==> config.mk <==
export PLATFORM = sky130hd
export DESIGN_NAME = vec_irq_chain
export DESIGN_NICKNAME = d
export VERILOG_FILES = /design/src/rtl/vec_irq_pkg.sv /design/src/rtl/vec_irq_ctrl.sv /design/src/rtl/vec_irq_data.sv /design/src/rtl/vec_irq_chain.sv
export SDC_FILE = /design/constraint.sdc
export NUM_CORES = 1
export LEC_CHECK = 0
export BUFFER_PORTS_ARGS = -buffer_cell sky130_fd_sc_hd__clkbuf_2
export CORE_AREA = 3 3 40 42
export CTS_CLUSTER_SIZE = 16
export DETAILED_ROUTE_END_ITERATION = 10
export DIE_AREA = 0 0 43 45
export HOLD_SLACK_MARGIN = 0.08
export PLACE_DENSITY = 0.53
export SLEW_MARGIN = 25
export SYNTH_ARGS = -nofsm -noshare
export SYNTH_HDL_FRONTEND = slang
export SYNTH_SLANG_ARGS = --single-unit
export TNS_END_PERCENT = 20
==> constraint.sdc <==
create_clock -name clk -period 1.3 [get_ports clk]
set_input_delay 0.13 -clock clk [delete_from_list [all_inputs] [get_ports clk]]
set_output_delay 0.13 -clock clk [all_outputs]
set_load 0.005 [all_outputs]
==> src/rtl/vec_irq_pkg.sv <==
package vec_irq_pkg;
  localparam int MAX_MODS = 32;

  typedef struct packed {
    logic [MAX_MODS-1:0] claim;
    logic                busEnable;
  } ctrlStrobes_t;
endpackage

==> src/rtl/vec_irq_ctrl.sv <==
module vec_irq_ctrl
  import vec_irq_pkg::*;
#(
  parameter int N_MODS = 4
) (
  input  logic              clk,
  input  logic              rstN,
  input  logic [N_MODS-1:0] devReq,
  input  logic              intAck,
  output ctrlStrobes_t      strobes,
  output logic              intReq,
  output logic              ackOut
);
  logic [N_MODS-1:0] pending;
  logic [N_MODS:0]   ackChain;
  logic [N_MODS-1:0] claim;

  if (N_MODS > MAX_MODS || N_MODS < 1) begin : g_badSize
    $error("vec_irq_ctrl: N_MODS out of range");
  end

  assign ackChain[0] = intAck;

  for (genvar i = 0; i < N_MODS; i++) begin : g_link
    assign claim[i]      = ackChain[i] & pending[i];
    assign ackChain[i+1] = ackChain[i] & ~pending[i];

    always_ff @(posedge clk) begin
      if (!rstN) pending[i] <= 1'b0;
      else if (devReq[i]) pending[i] <= 1'b1;
      else if (claim[i]) pending[i] <= 1'b0;
    end
  end

  always_comb begin
    strobes = '0;
    strobes.claim[N_MODS-1:0] = claim;
    strobes.busEnable = |claim;
  end

  assign intReq = |pending;
  assign ackOut = ackChain[N_MODS];

  // an acknowledge that meets a pending module is always claimed
  assert_ack_claimed_R3: assert property (@(posedge clk) disable iff (!rstN)
    (intAck && pending != '0) |-> strobes.busEnable);

  // a claimed module without a fresh request is idle after the edge
  assert_claim_clears_R5: assert property (@(posedge clk) disable iff (!rstN)
    ((claim & ~devReq) != '0) |=> ((pending & $past(claim & ~devReq)) == '0));

  // without an acknowledge nothing pending is lost
  assert_hold_no_ack_R9: assert property (@(posedge clk) disable iff (!rstN)
    !intAck |=> ((pending & $past(pending)) == $past(pending)));

  // a device request is pending on the following cycle
  assert_req_raises_R2: assert property (@(posedge clk) disable iff (!rstN)
    (devReq != '0) |=> intReq);
endmodule

==> src/rtl/vec_irq_data.sv <==
module vec_irq_data
  import vec_irq_pkg::*;
#(
  parameter int N_MODS   = 4,
  parameter int VEC_W    = 8,
  parameter int VEC_BASE = 32,
  parameter int VEC_STEP = 4
) (
  input  logic              clk,
  input  logic              rstN,
  input  ctrlStrobes_t      strobes,
  output logic              vecValid,
  output logic [VEC_W-1:0]  vecBus,
  output logic [N_MODS-1:0] grantOneHot
);
  logic [VEC_W-1:0] vecTable [N_MODS];
  logic [VEC_W-1:0] driven   [N_MODS];

  for (genvar i = 0; i < N_MODS; i++) begin : g_vec
    localparam int VecVal = VEC_BASE + i * VEC_STEP;
    assign vecTable[i] = VecVal[VEC_W-1:0];
    assign driven[i]   = strobes.claim[i] ? vecTable[i] : '0;
  end

  always_comb begin
    vecBus = '0;
    for (int i = 0; i < N_MODS; i++) vecBus = vecBus | driven[i];
  end

  assign vecValid    = strobes.busEnable;
  assign grantOneHot = strobes.claim[N_MODS-1:0];

  // only one module ever drives the bus
  assert_single_driver_R4: assert property (@(posedge clk) disable iff (!rstN)
    $onehot0(strobes.claim));

  // an idle bus carries zero
  assert_idle_bus_zero_R4: assert property (@(posedge clk) disable iff (!rstN)
    !vecValid |-> (vecBus == '0));
endmodule

==> src/rtl/vec_irq_chain.sv <==
module vec_irq_chain
  import vec_irq_pkg::*;
#(
  parameter int N_MODS   = 4,
  parameter int VEC_W    = 8,
  parameter int VEC_BASE = 32,
  parameter int VEC_STEP = 4
) (
  input  logic              clk,
  input  logic              rstN,
  input  logic [N_MODS-1:0] devReq,
  input  logic              intAck,
  output logic              intReq,
  output logic              ackOut,
  output logic              vecValid,
  output logic [VEC_W-1:0]  vecBus,
  output logic [N_MODS-1:0] grantOneHot
);
  ctrlStrobes_t strobes;

  vec_irq_ctrl #(.N_MODS(N_MODS)) i_ctrl (
    .clk(clk), .rstN(rstN), .devReq(devReq), .intAck(intAck),
    .strobes(strobes), .intReq(intReq), .ackOut(ackOut)
  );

  vec_irq_data #(.N_MODS(N_MODS), .VEC_W(VEC_W), .VEC_BASE(VEC_BASE),
                 .VEC_STEP(VEC_STEP)) i_data (
    .clk(clk), .rstN(rstN), .strobes(strobes), .vecValid(vecValid),
    .vecBus(vecBus), .grantOneHot(grantOneHot)
  );

  // an acknowledge leaving the tail means nobody claimed it
  assert_tail_unclaimed_R6: assert property (@(posedge clk) disable iff (!rstN)
    ackOut |-> (!vecValid && !intReq));
endmodule

==> results.yml <==
power:
  p_comb_share_pct: 27.0
  powerDensity_nw_per_um2: 925
  power.share.clock_pct: 37.3
  internal-power_uw: 297
  leakagePower_uw: 0.000226
  ir_drop_mv: 0.364
  switchingPower_uw: 103
  swShare_pct: 25.7
  power_frac_seq_pct: 35.7
sta:
  fin_crit_ns: 1.37
  hold_viol: 0
  slew_viol_final: 0
  rsz0062_at_grt: "true"
  achievable-frequency_mhz: 728
  fin_worst_skew_ns: 0.00156
  worst_slack_ns: -0.0729
  finalCritPeriodShare_pct: 106
  finalSetupViolCount: 5
  whs_ns: 0.114
placed_design:
  dp_hpwl_um: 521
  placed_area_um2: 382
  io_buffers: 16
  dpl_worst_slack_ns: 0.104
  dp_cells: 69
  gp_congestion: 0.595
clocking:
  cts_hold_buf: 0
  root_buffer: "clkbuf_4"
  clk_pin_slew_ns: 0.04
  h-tree-depth: 1
  cts_made_buffers: 3
  cts.sinks: 4
  insertion_delay_ns: 0.23
  cts_tree: "built"
  cts_max_path_buffers: 2
worst_hold_path:
  min_to: "i_ctrl.pending[0]$_SDFFE_PN0P_"
  holdPathStages: 2
  min_path_type: "in2reg"
  hp-start: "devReq[0]"
cells_and_area:
  regMostFlops: "i_ctrl.pending"
  finalNonFillerCells: 74
  antennaDiodeCount: 0
  seq_area_um2: 83.8
  drive_above_1_share_pct: 57.6
  stdcell_area_um2: 432
  utilization_pct: 33.6
  largestRegisters: "i_ctrl.pending (4)"
  largest_reg_flops: 4
  syn_to_final_growth_pct: 52.7
  nets: 68
  multi_input_area_um2: 178
  fillers: 136
worst_setup_path:
  crit_required_ns: 1.17
  worstRegToRegCells: 4
  critPathTopFamily: "simple AND/OR/NAND/NOR gates"
  r2r-start: "i_ctrl.pending[0]$_SDFFE_PN0P_"
  rrSetupSlack_ns: 0.10
  cp_max_fo: 5
  worst_path_largest_cell_delay_ns: 0.40
  path_buf_inv: 1
  crit_slowest_cell: "or3b_4"
  crit_path_start_kind: "flip-flop"
  end_kind: "output pin"
  crit_chain: "or3b_4 > nor3b_2 > buf_2"
  r2r_end: "i_ctrl.pending[2]$_SDFFE_PN0P_"
  arrival_ns: 1.24
  path_class: "reg2out"
detailed_routing:
  vias_per_cell: 3.78
  drc_errors: 0
  totalWireLength_um: 640
  num_vias: 280
  drtIter0Drc: 2
  routedWlPerCell_um: 8.65
  ant_nets: 0
  first_pass_iters: 2
floorplan:
  die-area_um2: 1940
  die_w_um: 43
  rows: 13
  io_pins: 22
  die_h_um: 45
  start_util_pct: 22.0
  coreArea_um2: 1280
yosys:
  synth_area_per_cell_um2: 7.85
  ys_types: 17
  synth_seq_cells: 4
  syn_area_um2: 283
  ys_seq_area_share_pct: 28.3
  postSynthCellCount: 36
  yosysWarnings: 0
global_route:
  grt_usage_pct: 6.74
  grt_pass1_wl_um: 924
  met3_usage_pct: 2.79
  grt_pass1_vias: 242
  met2_usage_pct: 9.88
  grt_remaining_overflow: 0
  grt-busiest-layer: "met2"
  grt_max_degree: 8
  antenna_found_initial: 0
  met1_usage_pct: 6.97
flow_run:
  maxCapViolations: 0
outcome:
  outcome: "finished with violations"
  violations: "setup timing"
-- what timing repair did --
| action | in CTS | in global routing |
|---|---|---|
| cloned | 0 | 0 |
| setup buffers | 2 | 0 |
| endpoints found under the setup margin | 6 | 7 |
| pin swaps | 2 | 0 |
| resized for setup | 2 | 3 |
| endpoints found under the hold margin | 0 | 0 |
-- cells in the mapped netlist --
master | instances | area, um^2
nor2b_1 | 3 | 18.8
nor2b_2 | 1 | 8.76
dfxtp_1 | 4 | 80.1
o21a_1 | 1 | 7.51
nor2_1 | 6 | 22.5
o21ai_0 | 1 | 5.00
or3b_4 | 1 | 11.3
a21oi_1 | 3 | 15.0
and2_2 | 2 | 15.0
nor4_2 | 1 | 12.5
or2b_1 | 1 | 7.51
inv_1 | 3 | 11.3
buf_4 | 5 | 37.5
nor3b_2 | 1 | 12.5
nor3_1 | 1 | 5.00
conb_1 | 1 | 3.75
and2b_2 | 1 | 8.76
-- cells in the final DEF, fill, tap and decap left out, types with 2 or more instances in the layout --
cell / n
and2_2: 2
clkbuf_2: 15
nor2_1: 6
nor2b_1: 3
inv_1: 3
conb_1: 5
clkbuf_4: 3
dfxtp_2: 3
a21oi_1: 3
buf_4: 5
-- worst register-to-register path, cell delays in order, from the launching register on --
cell	delay [ns]
dfxtp_2	0.33
or3b_4	0.40
buf_4	0.15
a21oi_1	0.15
nor2b_1	0.06
-- layer usage --
layer	share of wire, %	vias to the layer above
li1	-	151
met5	0	-
met4	0	0
met3	6.9	0
met2	53	9
met1	40	120
-- how the worst max path moves through the flow --
stage,slack [ns],cells past startpoint,from,endpoint
after floorplan,0.24,2,i_ctrl.pending[0]$_SDFFE_PN0P_,grantOneHot[3]
after detailed placement,0.10,3,i_ctrl.pending[0]$_SDFFE_PN0P_,grantOneHot[3]
after CTS,-0.09,3,i_ctrl.pending[0]$_SDFFE_PN0P_,grantOneHot[3]
after global placement,0.12,3,i_ctrl.pending[0]$_SDFFE_PN0P_,grantOneHot[3]
after global routing,-0.16,3,i_ctrl.pending[0]$_SDFFE_PN0P_,grantOneHot[3]
final,-0.07,3,i_ctrl.pending[0]$_SDFFE_PN0P_,grantOneHot[3]
-- power groups by stage --
stage / Sequential [uW] / Combinational [uW] / Clock [uW]
3_5_place_dp: 143 / 97.4 / 0
2_1_floorplan: 144 / 58.1 / 0
6_report: 143 / 108 / 149
5_1_grt: 144 / 120 / 169
4_1_cts: 140 / 105 / 158
3_3_place_gp: 143 / 96.3 / 0
-- cells by family after synthesis --
kind of cell	Yosys count	synth area share, %
AND/OR/NAND/NOR	18	43.4
other	1	1.33
buffers and inverters	8	17.3
AO/OA/AOI/OAI	5	9.73
flip-flops	4	28.3
-- final cells by class --
cell class              instances  share of cell area, %
clock buffers                   3                   5.22
multi-input cells              28                   41.2
inverters                       3                   2.61
repair buffers                 21                   27.2
well taps                      15                   4.35
flip-flops and latches          4                   19.4
-- per-stage QoR --
stage | TNS [ns] | total power [uW]
floorplan | 0 | 202
global placement | 0 | 239
detailed placement | 0 | 240
CTS | -0.337 | 404
global route | -0.546 | 433
finish | -0.101 | 399
Note: power is estimated with default switching activity, not from simulation.
